**src/rtl/sat_pkg.sv**
```systemverilog
`timescale 1ns/1ps
package sat_pkg;

   typedef enum logic [1:0] {
      FMT_I2S   = 2'd0,
      FMT_LEFTJ = 2'd1,
      FMT_DSPA  = 2'd2,
      FMT_DSPB  = 2'd3
   } sat_fmt_e;

   // Encoded word length to bit count; unused codes fall back to the widest.
   function automatic logic [5:0] wlen_to_bits(input logic [2:0] code);
      case (code)
         3'd0:    return 6'd8;
         3'd1:    return 6'd12;
         3'd2:    return 6'd16;
         3'd3:    return 6'd20;
         3'd4:    return 6'd24;
         default: return 6'd32;
      endcase
   endfunction

   function automatic logic fmt_has_delay(input sat_fmt_e f);
      return (f == FMT_I2S) || (f == FMT_DSPA);
   endfunction

   function automatic logic fmt_stereo_capable(input sat_fmt_e f);
      return (f == FMT_I2S) || (f == FMT_LEFTJ);
   endfunction

endpackage

```
**src/rtl/sat_frame_seq.sv**
```systemverilog
`timescale 1ns/1ps
module sat_frame_seq #(
   parameter int BITS_W  = 6,
   parameter int FRAME_W = 7
) (
   input  logic               clk,
   input  logic               rst_n,
   input  logic               bit_tick,
   input  logic               fsync,
   input  logic               dual,
   input  logic               dly,
   input  logic [BITS_W-1:0]  word_bits,
   input  logic [FRAME_W-1:0] words_m1,
   output logic               slot_go,
   output logic               bit_act,
   output logic               word_end,
   output logic [BITS_W-1:0]  bit_idx,
   output logic               frame_err
);

   logic               fs_q;
   logic               busy;
   logic               pend;
   logic [BITS_W-1:0]  bit_cnt;
   logic [FRAME_W-1:0] words_left;

   logic [BITS_W-1:0]  last_idx;
   logic               rise, fall, start_edge;
   logic               at_last, at_penult, no_more;
   logic               frame_done, frame_last, edge_ok;
   logic               cont_bit, next_word;

   assign last_idx   = word_bits - 1'b1;
   assign rise       = fsync & ~fs_q;
   assign fall       = ~fsync & fs_q & dual;
   assign start_edge = bit_tick & (rise | fall);

   assign at_last    = (bit_cnt == last_idx);
   assign at_penult  = (bit_cnt == last_idx - 1'b1);
   assign no_more    = (words_left == '0);

   // Frame over: nothing pending and the final word has sent its last bit.
   assign frame_done = ~pend & (~busy | (at_last & no_more));
   // This tick carries the final bit of the frame or phase.
   assign frame_last = busy & at_penult & no_more;
   // With a one-bit delay the next edge may coincide with the final bit.
   assign edge_ok    = frame_done | (dly & frame_last);

   assign cont_bit   = busy & ~at_last;
   assign next_word  = busy & at_last & ~no_more;

   assign slot_go  = bit_tick & (start_edge ? ~dly : (pend | next_word));
   assign bit_act  = bit_tick & (start_edge ? (~dly | frame_last)
                                            : (pend | cont_bit | next_word));
   assign bit_idx  = slot_go ? '0 : bit_cnt + 1'b1;
   assign word_end = bit_act & (bit_idx == last_idx);

   always_ff @(posedge clk) begin
      if (!rst_n) begin
         fs_q       <= 1'b0;
         busy       <= 1'b0;
         pend       <= 1'b0;
         bit_cnt    <= '0;
         words_left <= '0;
         frame_err  <= 1'b0;
      end else if (bit_tick) begin
         fs_q <= fsync;
         if (start_edge) begin
            words_left <= dual ? '0 : words_m1;
            bit_cnt    <= '0;
            if (!edge_ok) frame_err <= 1'b1;
            pend <= dly;
            busy <= ~dly;
         end else if (pend) begin
            pend    <= 1'b0;
            busy    <= 1'b1;
            bit_cnt <= '0;
         end else if (busy) begin
            if (cont_bit) begin
               bit_cnt <= bit_cnt + 1'b1;
            end else if (next_word) begin
               bit_cnt    <= '0;
               words_left <= words_left - 1'b1;
            end else begin
               busy <= 1'b0;
            end
         end
      end
   end

   // the early-sync flag never clears outside reset
   p_err_sticky_r9: assert property (@(posedge clk) disable iff (!rst_n)
      frame_err |=> frame_err) else $error("frame_err dropped");

   // words are at least eight ticks long, so word ends never touch
   p_word_gap_r6: assert property (@(posedge clk) disable iff (!rst_n)
      word_end |=> !word_end) else $error("adjacent word ends");

   // a delayed format never starts a slot on the edge tick
   p_delay_edge_r3: assert property (@(posedge clk) disable iff (!rst_n)
      (start_edge && dly) |-> !slot_go) else $error("slot on delayed edge");

endmodule

```
**src/rtl/sat_tx_shift.sv**
```systemverilog
`timescale 1ns/1ps
module sat_tx_shift #(
   parameter int DATA_W = 32,
   parameter int BITS_W = 6
) (
   input  logic              clk,
   input  logic              rst_n,
   input  logic              bit_tick,
   input  logic              slot_go,
   input  logic              bit_act,
   input  logic [BITS_W-1:0] bit_idx,
   input  logic [BITS_W-1:0] word_bits,
   input  logic [DATA_W-1:0] tx_data,
   input  logic              tx_valid,
   output logic              sdout,
   output logic              underrun
);

   logic [DATA_W-1:0] sh_q;
   logic [BITS_W-1:0] last_idx, sel;
   logic [DATA_W-1:0] tx_shr, sh_shr;

   assign last_idx = word_bits - 1'b1;
   assign sel      = last_idx - bit_idx;
   assign tx_shr   = tx_data >> last_idx;
   assign sh_shr   = sh_q >> sel;

   always_ff @(posedge clk) begin
      if (!rst_n) begin
         sh_q     <= '0;
         sdout    <= 1'b0;
         underrun <= 1'b0;
      end else if (bit_tick) begin
         if (slot_go) begin
            sh_q  <= tx_valid ? tx_data : '0;
            sdout <= tx_valid & tx_shr[0];
            if (!tx_valid) underrun <= 1'b1;
         end else if (bit_act) begin
            sdout <= sh_shr[0];
         end else begin
            sdout <= 1'b0;
         end
      end
   end

   // the serial line moves only on tick cycles
   p_sdout_hold_r2: assert property (@(posedge clk) disable iff (!rst_n)
      !bit_tick |=> $stable(sdout)) else $error("sdout moved off tick");

   // a slot started without data begins with a zero bit
   p_zero_fill_r8: assert property (@(posedge clk) disable iff (!rst_n)
      (slot_go && !tx_valid) |=> (!sdout && underrun)) else $error("underrun slot not zero");

   // the underrun flag is sticky
   p_underrun_sticky_r8: assert property (@(posedge clk) disable iff (!rst_n)
      underrun |=> underrun) else $error("underrun dropped");

endmodule

```
**src/rtl/sat_rx_shift.sv**
```systemverilog
`timescale 1ns/1ps
module sat_rx_shift #(
   parameter int DATA_W = 32,
   parameter int BITS_W = 6
) (
   input  logic              clk,
   input  logic              rst_n,
   input  logic              bit_act,
   input  logic              word_end,
   input  logic              sdin,
   input  logic              sext,
   input  logic [BITS_W-1:0] word_bits,
   output logic [DATA_W-1:0] rx_data,
   output logic              rx_valid
);

   logic [DATA_W-1:0] sh_q, nxt, nxt_shr, ext;
   logic [BITS_W-1:0] last_idx;
   logic              fill;

   assign last_idx = word_bits - 1'b1;
   assign nxt      = {sh_q[DATA_W-2:0], sdin};
   assign nxt_shr  = nxt >> last_idx;
   assign fill     = sext & nxt_shr[0];

   for (genvar g = 0; g < DATA_W; g++) begin : g_ext
      assign ext[g] = (BITS_W'(g) < word_bits) ? nxt[g] : fill;
   end

   always_ff @(posedge clk) begin
      if (!rst_n) begin
         sh_q     <= '0;
         rx_data  <= '0;
         rx_valid <= 1'b0;
      end else begin
         rx_valid <= word_end;
         if (bit_act)  sh_q    <= nxt;
         if (word_end) rx_data <= ext;
      end
   end

   // the received-word strobe lasts a single clock
   p_rx_pulse_r6: assert property (@(posedge clk) disable iff (!rst_n)
      rx_valid |=> !rx_valid) else $error("rx_valid held");

   // without sign extension nothing lands above the word
   p_rx_upper_r6: assert property (@(posedge clk) disable iff (!rst_n)
      (rx_valid && !sext) |-> ((rx_data >> word_bits) == '0)) else $error("rx upper bits set");

endmodule

```
**src/rtl/sat_transceiver.sv**
```systemverilog
`timescale 1ns/1ps
module sat_transceiver #(
   parameter int DATA_W  = 32,
   parameter int FRAME_W = 7
) (
   input  logic               clk,
   input  logic               rst_n,
   input  logic               bit_tick,
   input  logic               fsync,
   input  logic               sdin,
   input  logic [1:0]         cfg_format,
   input  logic [2:0]         cfg_wlen,
   input  logic [FRAME_W-1:0] cfg_words_m1,
   input  logic [DATA_W-1:0]  tx_data,
   input  logic               tx_valid,
   output logic               tx_ready,
   output logic               sdout,
   output logic [DATA_W-1:0]  rx_data,
   output logic               rx_valid,
   output logic               underrun,
   output logic               frame_err
);
   import sat_pkg::*;

   localparam int BITS_W = $clog2(DATA_W + 1);

   if (DATA_W < 32) begin : g_bad_width
      $error("DATA_W must hold the widest 32-bit word");
   end
   if (FRAME_W < 1) begin : g_bad_frame
      $error("FRAME_W must be at least 1");
   end

   sat_fmt_e          fmt;
   logic [BITS_W-1:0] word_bits;
   logic              dly, dual, sext;
   logic              slot_go, bit_act, word_end;
   logic [BITS_W-1:0] bit_idx;

   assign fmt       = sat_fmt_e'(cfg_format);
   assign word_bits = BITS_W'(wlen_to_bits(cfg_wlen));
   assign dly       = fmt_has_delay(fmt);
   assign dual      = fmt_stereo_capable(fmt) && (cfg_words_m1 == FRAME_W'(1));
   assign sext      = (fmt == FMT_LEFTJ);
   assign tx_ready  = slot_go;

   sat_frame_seq #(.BITS_W(BITS_W), .FRAME_W(FRAME_W)) u_seq (
      .clk       (clk),
      .rst_n     (rst_n),
      .bit_tick  (bit_tick),
      .fsync     (fsync),
      .dual      (dual),
      .dly       (dly),
      .word_bits (word_bits),
      .words_m1  (cfg_words_m1),
      .slot_go   (slot_go),
      .bit_act   (bit_act),
      .word_end  (word_end),
      .bit_idx   (bit_idx),
      .frame_err (frame_err)
   );

   sat_tx_shift #(.DATA_W(DATA_W), .BITS_W(BITS_W)) u_tx (
      .clk       (clk),
      .rst_n     (rst_n),
      .bit_tick  (bit_tick),
      .slot_go   (slot_go),
      .bit_act   (bit_act),
      .bit_idx   (bit_idx),
      .word_bits (word_bits),
      .tx_data   (tx_data),
      .tx_valid  (tx_valid),
      .sdout     (sdout),
      .underrun  (underrun)
   );

   sat_rx_shift #(.DATA_W(DATA_W), .BITS_W(BITS_W)) u_rx (
      .clk       (clk),
      .rst_n     (rst_n),
      .bit_act   (bit_act),
      .word_end  (word_end),
      .sdin      (sdin),
      .sext      (sext),
      .word_bits (word_bits),
      .rx_data   (rx_data),
      .rx_valid  (rx_valid)
   );

   // the transmit handshake opens only on a tick
   p_ready_tick_r7: assert property (@(posedge clk) disable iff (!rst_n)
      tx_ready |-> bit_tick) else $error("tx_ready off tick");

endmodule

```
**config.mk**
```make
export PLATFORM = sky130hd
export DESIGN_NAME = sat_transceiver
export DESIGN_NICKNAME = d
export VERILOG_FILES = /design/src/rtl/sat_pkg.sv /design/src/rtl/sat_frame_seq.sv /design/src/rtl/sat_tx_shift.sv /design/src/rtl/sat_rx_shift.sv /design/src/rtl/sat_transceiver.sv
export SDC_FILE = /design/constraint.sdc
export NUM_CORES = 1
export LEC_CHECK = 0
export BUFFER_PORTS_ARGS = -buffer_cell sky130_fd_sc_hd__buf_2
export CAP_MARGIN = 20
export CORE_MARGIN = 4
export CORE_UTILIZATION = 25
export DETAILED_ROUTE_END_ITERATION = 6
export GPL_ROUTABILITY_DRIVEN = 1
export GPL_TIMING_DRIVEN = 0
export HOLD_SLACK_MARGIN = 0.03
export MAX_ROUTING_LAYER = met4
export SETUP_SLACK_MARGIN = 0.3
export SLEW_MARGIN = 30
export SYNTH_ARGS = -nofsm -noshare
export SYNTH_HDL_FRONTEND = slang
export SYNTH_SLANG_ARGS = --single-unit
```
**constraint.sdc**
```tcl
create_clock -name clk -period 6 [get_ports clk]
set_input_delay 0.3 -clock clk [delete_from_list [all_inputs] [get_ports clk]]
set_output_delay 0.3 -clock clk [all_outputs]
set_load 0.02 [all_outputs]
```
Word-level counts from Yosys, hierarchy flattened
Index checks and enable logic that the tools add are counted.
Word-level totals
  word-level logic and storage cells: 168
  output and inout bits: 37
  bits of input ports: 50
  bits in registers: 115
Operators by class
  add/subtract/negate cells: 5
  magnitude comparators: 32
  bitwise logic cells: 33
  reduce and logical (&&, ||, !) cells: 15
  mux-type cells: 56
  equal/unequal tests: 12
  shifts and indexed selects: 3
Operators with widths (number)
  $lt 5x6->1 const A: 16
  $shr 32x6->1: 3
  $lt 4x6->1 const A: 8
  $mux 1: 42
  $mux 7: 6
  $mux 6: 6
  $mux 32: 1
  $pmux 6 s5: 1
  $lt 3x6->1 const A: 4
  $eq 6x6->1: 3
  $and 1x1->1: 17
  $lt 1x6->1 const A: 2
  $lt 2x6->1 const A: 2
  $sub 6x1->6 const B: 2
  $not 1->1: 9
  $reduce_and 3->1: 3
  $eq 7x1->1 const B: 1
  $logic_not 7->1: 1
  $or 1x1->1: 7
  $sub 7x1->7 const B: 1
  $add 6x1->6 const B: 1
  $eq 3x2->1 const B: 2
  $sub 6x6->6: 1
  $reduce_and 5->1: 1
  14 further kinds: 16

Depth between registers and ports, before layout
  depth after elaboration: 14
  mapped depth: 20
  depth with buffers taken out: 15

Cells and area by module
A second synthesis with hierarchy kept.
Second synthesis, totals
  cell total of the unflattened synthesis: 802
  area, all modules: 7420.9 sq um
Modules (own cells, without submodules)
  sat_rx_shift: instances 1, area each 3512.1 sq um, cells an instance 353, seq. area each 1281.2 sq um
  sat_tx_shift: instances 1, area each 2274.7 sq um, cells an instance 242, seq. area each 680.7 sq um
  sat_frame_seq: instances 1, area each 1570.3 sq um, cells an instance 196, seq. area each 340.3 sq um
  sat_transceiver: instances 1, area each 63.8 sq um, cells an instance 11, seq. area each 0.0 sq um

Least setup slack after synthesis
No wires, ideal clock.
  kind: input -> register
  from: input cfg_words_m1[3]
  to: register u_tx.sdout
  stages on the path: 17
  path slack: 2.002 ns
  buffers on the path: 3
  data arrival time: 3.880 ns
  setup time: 0.117 ns
  required time: 5.883 ns
  path through: or4_1 -> nor4b_2 -> nor2_1 -> o21ai_1 -> a21o_1 -> buf_4 -> clkbuf_1 -> clkbuf_1 -> nand2_1 -> ha_1 -> mux4_2 -> or2_2 -> o21ai_0 -> a211oi_1 -> a221oi_1 -> o211ai_1 -> a32o_1
On the way
  cells in the longest elaborated chain, start to end: 12
  elaborated cells between the ends (all ways): 14
  those cells by class: add/sub (1); eq/ne (1); shift (1); mux (5); bitwise (5); reduce/logical (1)
RTL lines
  start: declaration: line sat_transceiver.sv:13  | input logic [FRAME_W-1:0] cfg_words_m1,
  $eq 7x1->1 (*): line sat_transceiver.sv:43  | assign dual = fmt_stereo_capable(fmt) && (cfg_words_m1 == FRAME_W'(1));
  $logic_and 1x1->1 (*): line sat_transceiver.sv:43
  $and 1x1->1 (*): line sat_frame_seq.sv:35  | assign fall = ~fsync & fs_q & dual;
  $or 1x1->1 (*): line sat_frame_seq.sv:36  | assign start_edge = bit_tick & (rise | fall);
  $and 1x1->1 (*): line sat_frame_seq.sv:36
  $mux 1: line sat_frame_seq.sv:52  | assign slot_go = bit_tick & (start_edge ? ~dly : (pend | next_word));
  $and 1x1->1: line sat_frame_seq.sv:52
  $mux 6: line sat_frame_seq.sv:55  | assign bit_idx = slot_go ? '0 : bit_cnt + 1'b1;
  $sub 6x6->6: line sat_tx_shift.sv:24  | assign sel = last_idx - bit_idx;
  $shr 32x6->1: line sat_tx_shift.sv:26  | assign sh_shr = sh_q >> sel;
  $mux 1: line sat_tx_shift.sv:38  | end else if (bit_act) begin
  $mux 1 (*): line sat_tx_shift.sv:34  | if (slot_go) begin
  end signal: assignment: line sat_tx_shift.sv:36  | sdout <= tx_valid & tx_shr[0];
  end signal: assignment: line sat_tx_shift.sv:39  | sdout <= sh_shr[0];
  end: declaration: line sat_tx_shift.sv:15  | output logic sdout,
Every way passes the cells marked *; elsewhere a longest branch is shown, timed or not.
A chain may end at the register's enable or synchronous reset.

Final worst setup path
  from: register u_seq.bit_cnt[2]
  to: register u_rx.rx_data[23]
On the way
  cells in the longest elaborated chain, start to end: 9
  elaborated cells between the ends (all ways): 20
  those cells by class: add/sub (1); eq/ne (3); mux (3); bitwise (13)
RTL lines
  start: declaration: line sat_frame_seq.sv:24  | logic [BITS_W-1:0] bit_cnt;
  start signal: assignment: line sat_frame_seq.sv:80  | bit_cnt <= bit_cnt + 1'b1;
  $eq 6x6->1: line sat_frame_seq.sv:38  | assign at_last = (bit_cnt == last_idx);
  $and 1x1->1 (2 in series): line sat_frame_seq.sv:50  | assign next_word = busy & at_last & ~no_more;
  $or 1x1->1: line sat_frame_seq.sv:52
  $mux 1: line sat_frame_seq.sv:52
  $and 1x1->1: line sat_frame_seq.sv:52
  $mux 6: line sat_frame_seq.sv:55
  $eq 6x6->1: line sat_frame_seq.sv:56  | assign word_end = bit_act & (bit_idx == last_idx);
  $and 1x1->1 (*): line sat_frame_seq.sv:56
  end signal: assignment: line sat_rx_shift.sv:38  | if (word_end) rx_data <= ext;
  end: declaration: line sat_rx_shift.sv:13  | output logic [DATA_W-1:0] rx_data,
Marked as above.

==> qor.yml <==
synth-async-reset-ratio_pct: 0
fin_tns_setup_ns: 0
clock.fmax_mhz: 207
synthCells: 650
numCtsBuffers: 17
worstPathRequired_ns: 6.29
dpl-instance-area_um2: 6270
vias: 4931
finalNetCount: 810
avgSynthCellArea_um2: 8.46
design_area_um2: 6840
area_growth_pct: 24.3
clk_pin_slew_worst_paths_ns: 0.06
die_height_um: 156
end_kind: "flop"
place_ws_ns: 0.889
hold_violations: 0
start_kind: "flop"
tightest_slew_ns: 0.673
min_path_cells: 3
vdd_ir_drop_max_v: 0.000160
syn_area_um2: 5500
yosys_warnings: 0
synth_edf_count: 0
fin_skew_ns: 0.0187
drt_first_iter_violations: 294
hp-start: "sdin"
fin_ws_ns: 1.16
antenna_found_initial: 0
rows: 54
rsz0062_at_grt: "no"
post_drt_via_cell_ratio: 4.71
routedWlPerCell_um: 15.2
htree_levels: 4
cts_tree: "built"
reg2reg_from: "u_seq.bit_cnt[2]"
start_util_pct: 25.3
synth_area_leader_cell: "dfxtp_1"
syn_nets: 707
drt_first_pass_iters: 4
clock-root-buffer: "clkbuf_16"
p_leak_nw: 2.53
hpwl_mm: 11.6
grt_first_pass_wirelength_mm: 25.1
power.density_nw_per_um2: 283
path_max_fanout: 10
grt.overflow.total: 0
crit_type: "flop to flop"
critical_path.max_stage_delay_ns: 0.43
placedCellCount: 1014
ys_seq_area_share_pct: 41.8
synth_cell_types: 61
max_cap_viol_count: 0
cts_sinks: 115
synth_flop_cell: "dfxtp_1"
path_cells: "clkbuf_1, and4_1, a31o_1, o2111ai_1, or2_1, a21o_1, buf_4, clkbuf_1, clkbuf_1, nand2_1, ha_1, clkbuf_1, buf_1, nand4_1, clkbuf_1, a211oi_1, nor3_1"
io_buffers: 84
synth.area.top_cells: "dfxtp_1 42%, mux2i_1 6.9%, nor2_1 5.6%"
cpMostUsedCell: "clkbuf_1"
cp_num_buf_inv: 7
fin_crit_sh_pct: 80.6
gp_congestion: 0.898
hold_class: "input port to flop"
r2r-end: "u_rx.rx_data[23]"
postRouteAntennaNets: 0
dieArea_um2: 24400
clock_path_buffers: 2
drt-total-wl_mm: 15.9
gr-usage-all-layers_pct: 13.6
synth_top_cell_area_share_pct: 41.8
dieWidth_um: 156
hold_end: "u_rx.rx_data[0]"
final_core_util_pct: 31.4
slowest_stage: "clkbuf_1"
ys_seq_elements: 115
insertion_delay_ns: 0.43
postCtsHoldBufs: 0
regToRegSetupSlack_ns: 1.16
layout_min_cycle_time_ns: 4.84
synth.most_common_cell: "dfxtp_1"
r2r_cells: 17
postCtsSetupBuffers: 0
num-fill-cells: 2391
timing.critical_path.max_delay_family: "buffers and inverters"
core_area_um2: 21800
diodes: 0
drc: 0
grt_pass1_vias: 4654
critical_path_arrival_ns: 5.13
grt_max_degree: 17
cts_resized: 0
worst_slew_margin_rel_pct: 55.1
outcome: "finished, final reports clean"
seq_area_um2: 2300
yosys-top-cells-count: "115 x dfxtp_1, 82 x nor2_1, 77 x nand2_1"
drive_above_1_share_pct: 20.0
multi_input_area_um2: 2890
slew_viol_final: 0
final_cells: 1046
setup_viol: 0
io-pin-count: 87
power by group:
part,switching [mW],internal [mW]
logic,0.113,0.0688
clock network,0.378,0.590
registers,0.00892,0.777
cells in the final DEF (no fill, tap or decap), drive strengths merged, types with 3 or more instances in the layout:
master    netlist  routed
a211oi          9       9
a21boi         33      33
a21o            3       3
a21oi          28      28
a311oi         20      20
and2            5       5
buf            20     104
clkbuf         34      54
clkinv          0       7
clkinvlp        0       3
dfxtp         115     115
ha              7       7
inv            12      13
mux2i          38      38
mux4            3       3
nand2          77      77
nand2b          6       6
nand3          35      35
nor2           83      83
nor2b          12      12
nor3           20      20
o2111ai         4       4
o21a            5       5
o21ai          22      22
o31ai           8       8
or2             7       7
or3             3       3
xnor2           7       7
kinds of logic (layout without fill, tap and decap cells):
family,Yosys count,count (layout),share of synthesized area [%]
buf+inv,66,182,5.57
flops,115,115,41.8
simple gates,260,260,21.6
fa+ha+maj,7,7,1.59
compound gates,151,151,19.5
mux,43,43,8.55
xor+xnor,8,8,1.27
layer usage:
metal / track usage (%) / share of wire [%] / vias up
met5: - / 0 / -
met4: 3.60 / 0.76 / 0
li1: - / - / 2516
met1: 17.9 / 48 / 2281
met2: 20.4 / 46 / 125
met3: 3.84 / 5.8 / 9
final cells by class:
| type | instances | share of cell area (%) |
|---|---|---|
| Timing Repair Buffer | 84 | 6.15 |
| Inverter | 12 | 0.695 |
| Tap cell | 280 | 5.12 |
| Clock buffer | 20 | 6.68 |
| Multi-Input combinational cell | 469 | 42.3 |
| Buffer | 54 | 3.79 |
| Sequential cell | 115 | 33.7 |
| Clock inverter | 12 | 1.57 |
sequential cells by signal, summed over array words and instances (netlist names):
signal	cells
u_tx.sdout	1
u_rx.rx_data	32
u_seq.words_left	7
u_seq.frame_err	1
u_seq.busy	1
u_seq.bit_cnt	6
u_tx.underrun	1
u_rx.sh_q	31
u_seq.pend	1
u_seq.fs_q	1
u_tx.sh_q	32
u_rx.rx_valid	1
worst register-to-register path, stage by stage (launching register included):
cell and delay (ns):
dfxtp_1 0.29, clkbuf_1 0.18, and4_1 0.19, a31o_1 0.19, o2111ai_1 0.26, or2_1 0.17
a21o_1 0.12, buf_4 0.17, clkbuf_1 0.43, clkbuf_1 0.43, nand2_1 0.11, ha_1 0.35
clkbuf_1 0.39, buf_1 0.44, nand4_1 0.26, clkbuf_1 0.33, a211oi_1 0.33, nor3_1 0.07
metrics by stage:
stage	hold slack, ns	power, mW
after CTS	0.124	1.95
after global placement	0.440	0.982
final	0.132	1.94
after detailed placement	0.445	0.983
after floorplan	0.436	0.922
after global routing	0.131	2.01
how the worst max path moves through the flow:
stage	startpoint	to	slack (ns)	depth (start not counted)
floorplan	cfg_words_m1[3]	u_tx.sdout	2.00	17
global placement	cfg_words_m1[3]	u_rx.rx_data[23]	0.86	17
detailed placement	cfg_words_m1[3]	u_rx.rx_data[23]	0.89	17
CTS	u_seq.bit_cnt[2]	u_rx.rx_data[23]	1.16	17
global route	u_seq.bit_cnt[2]	u_rx.rx_data[22]	0.60	17
finish	u_seq.bit_cnt[2]	u_rx.rx_data[23]	1.16	17
Note: power is estimated with default switching activity, not from simulation.
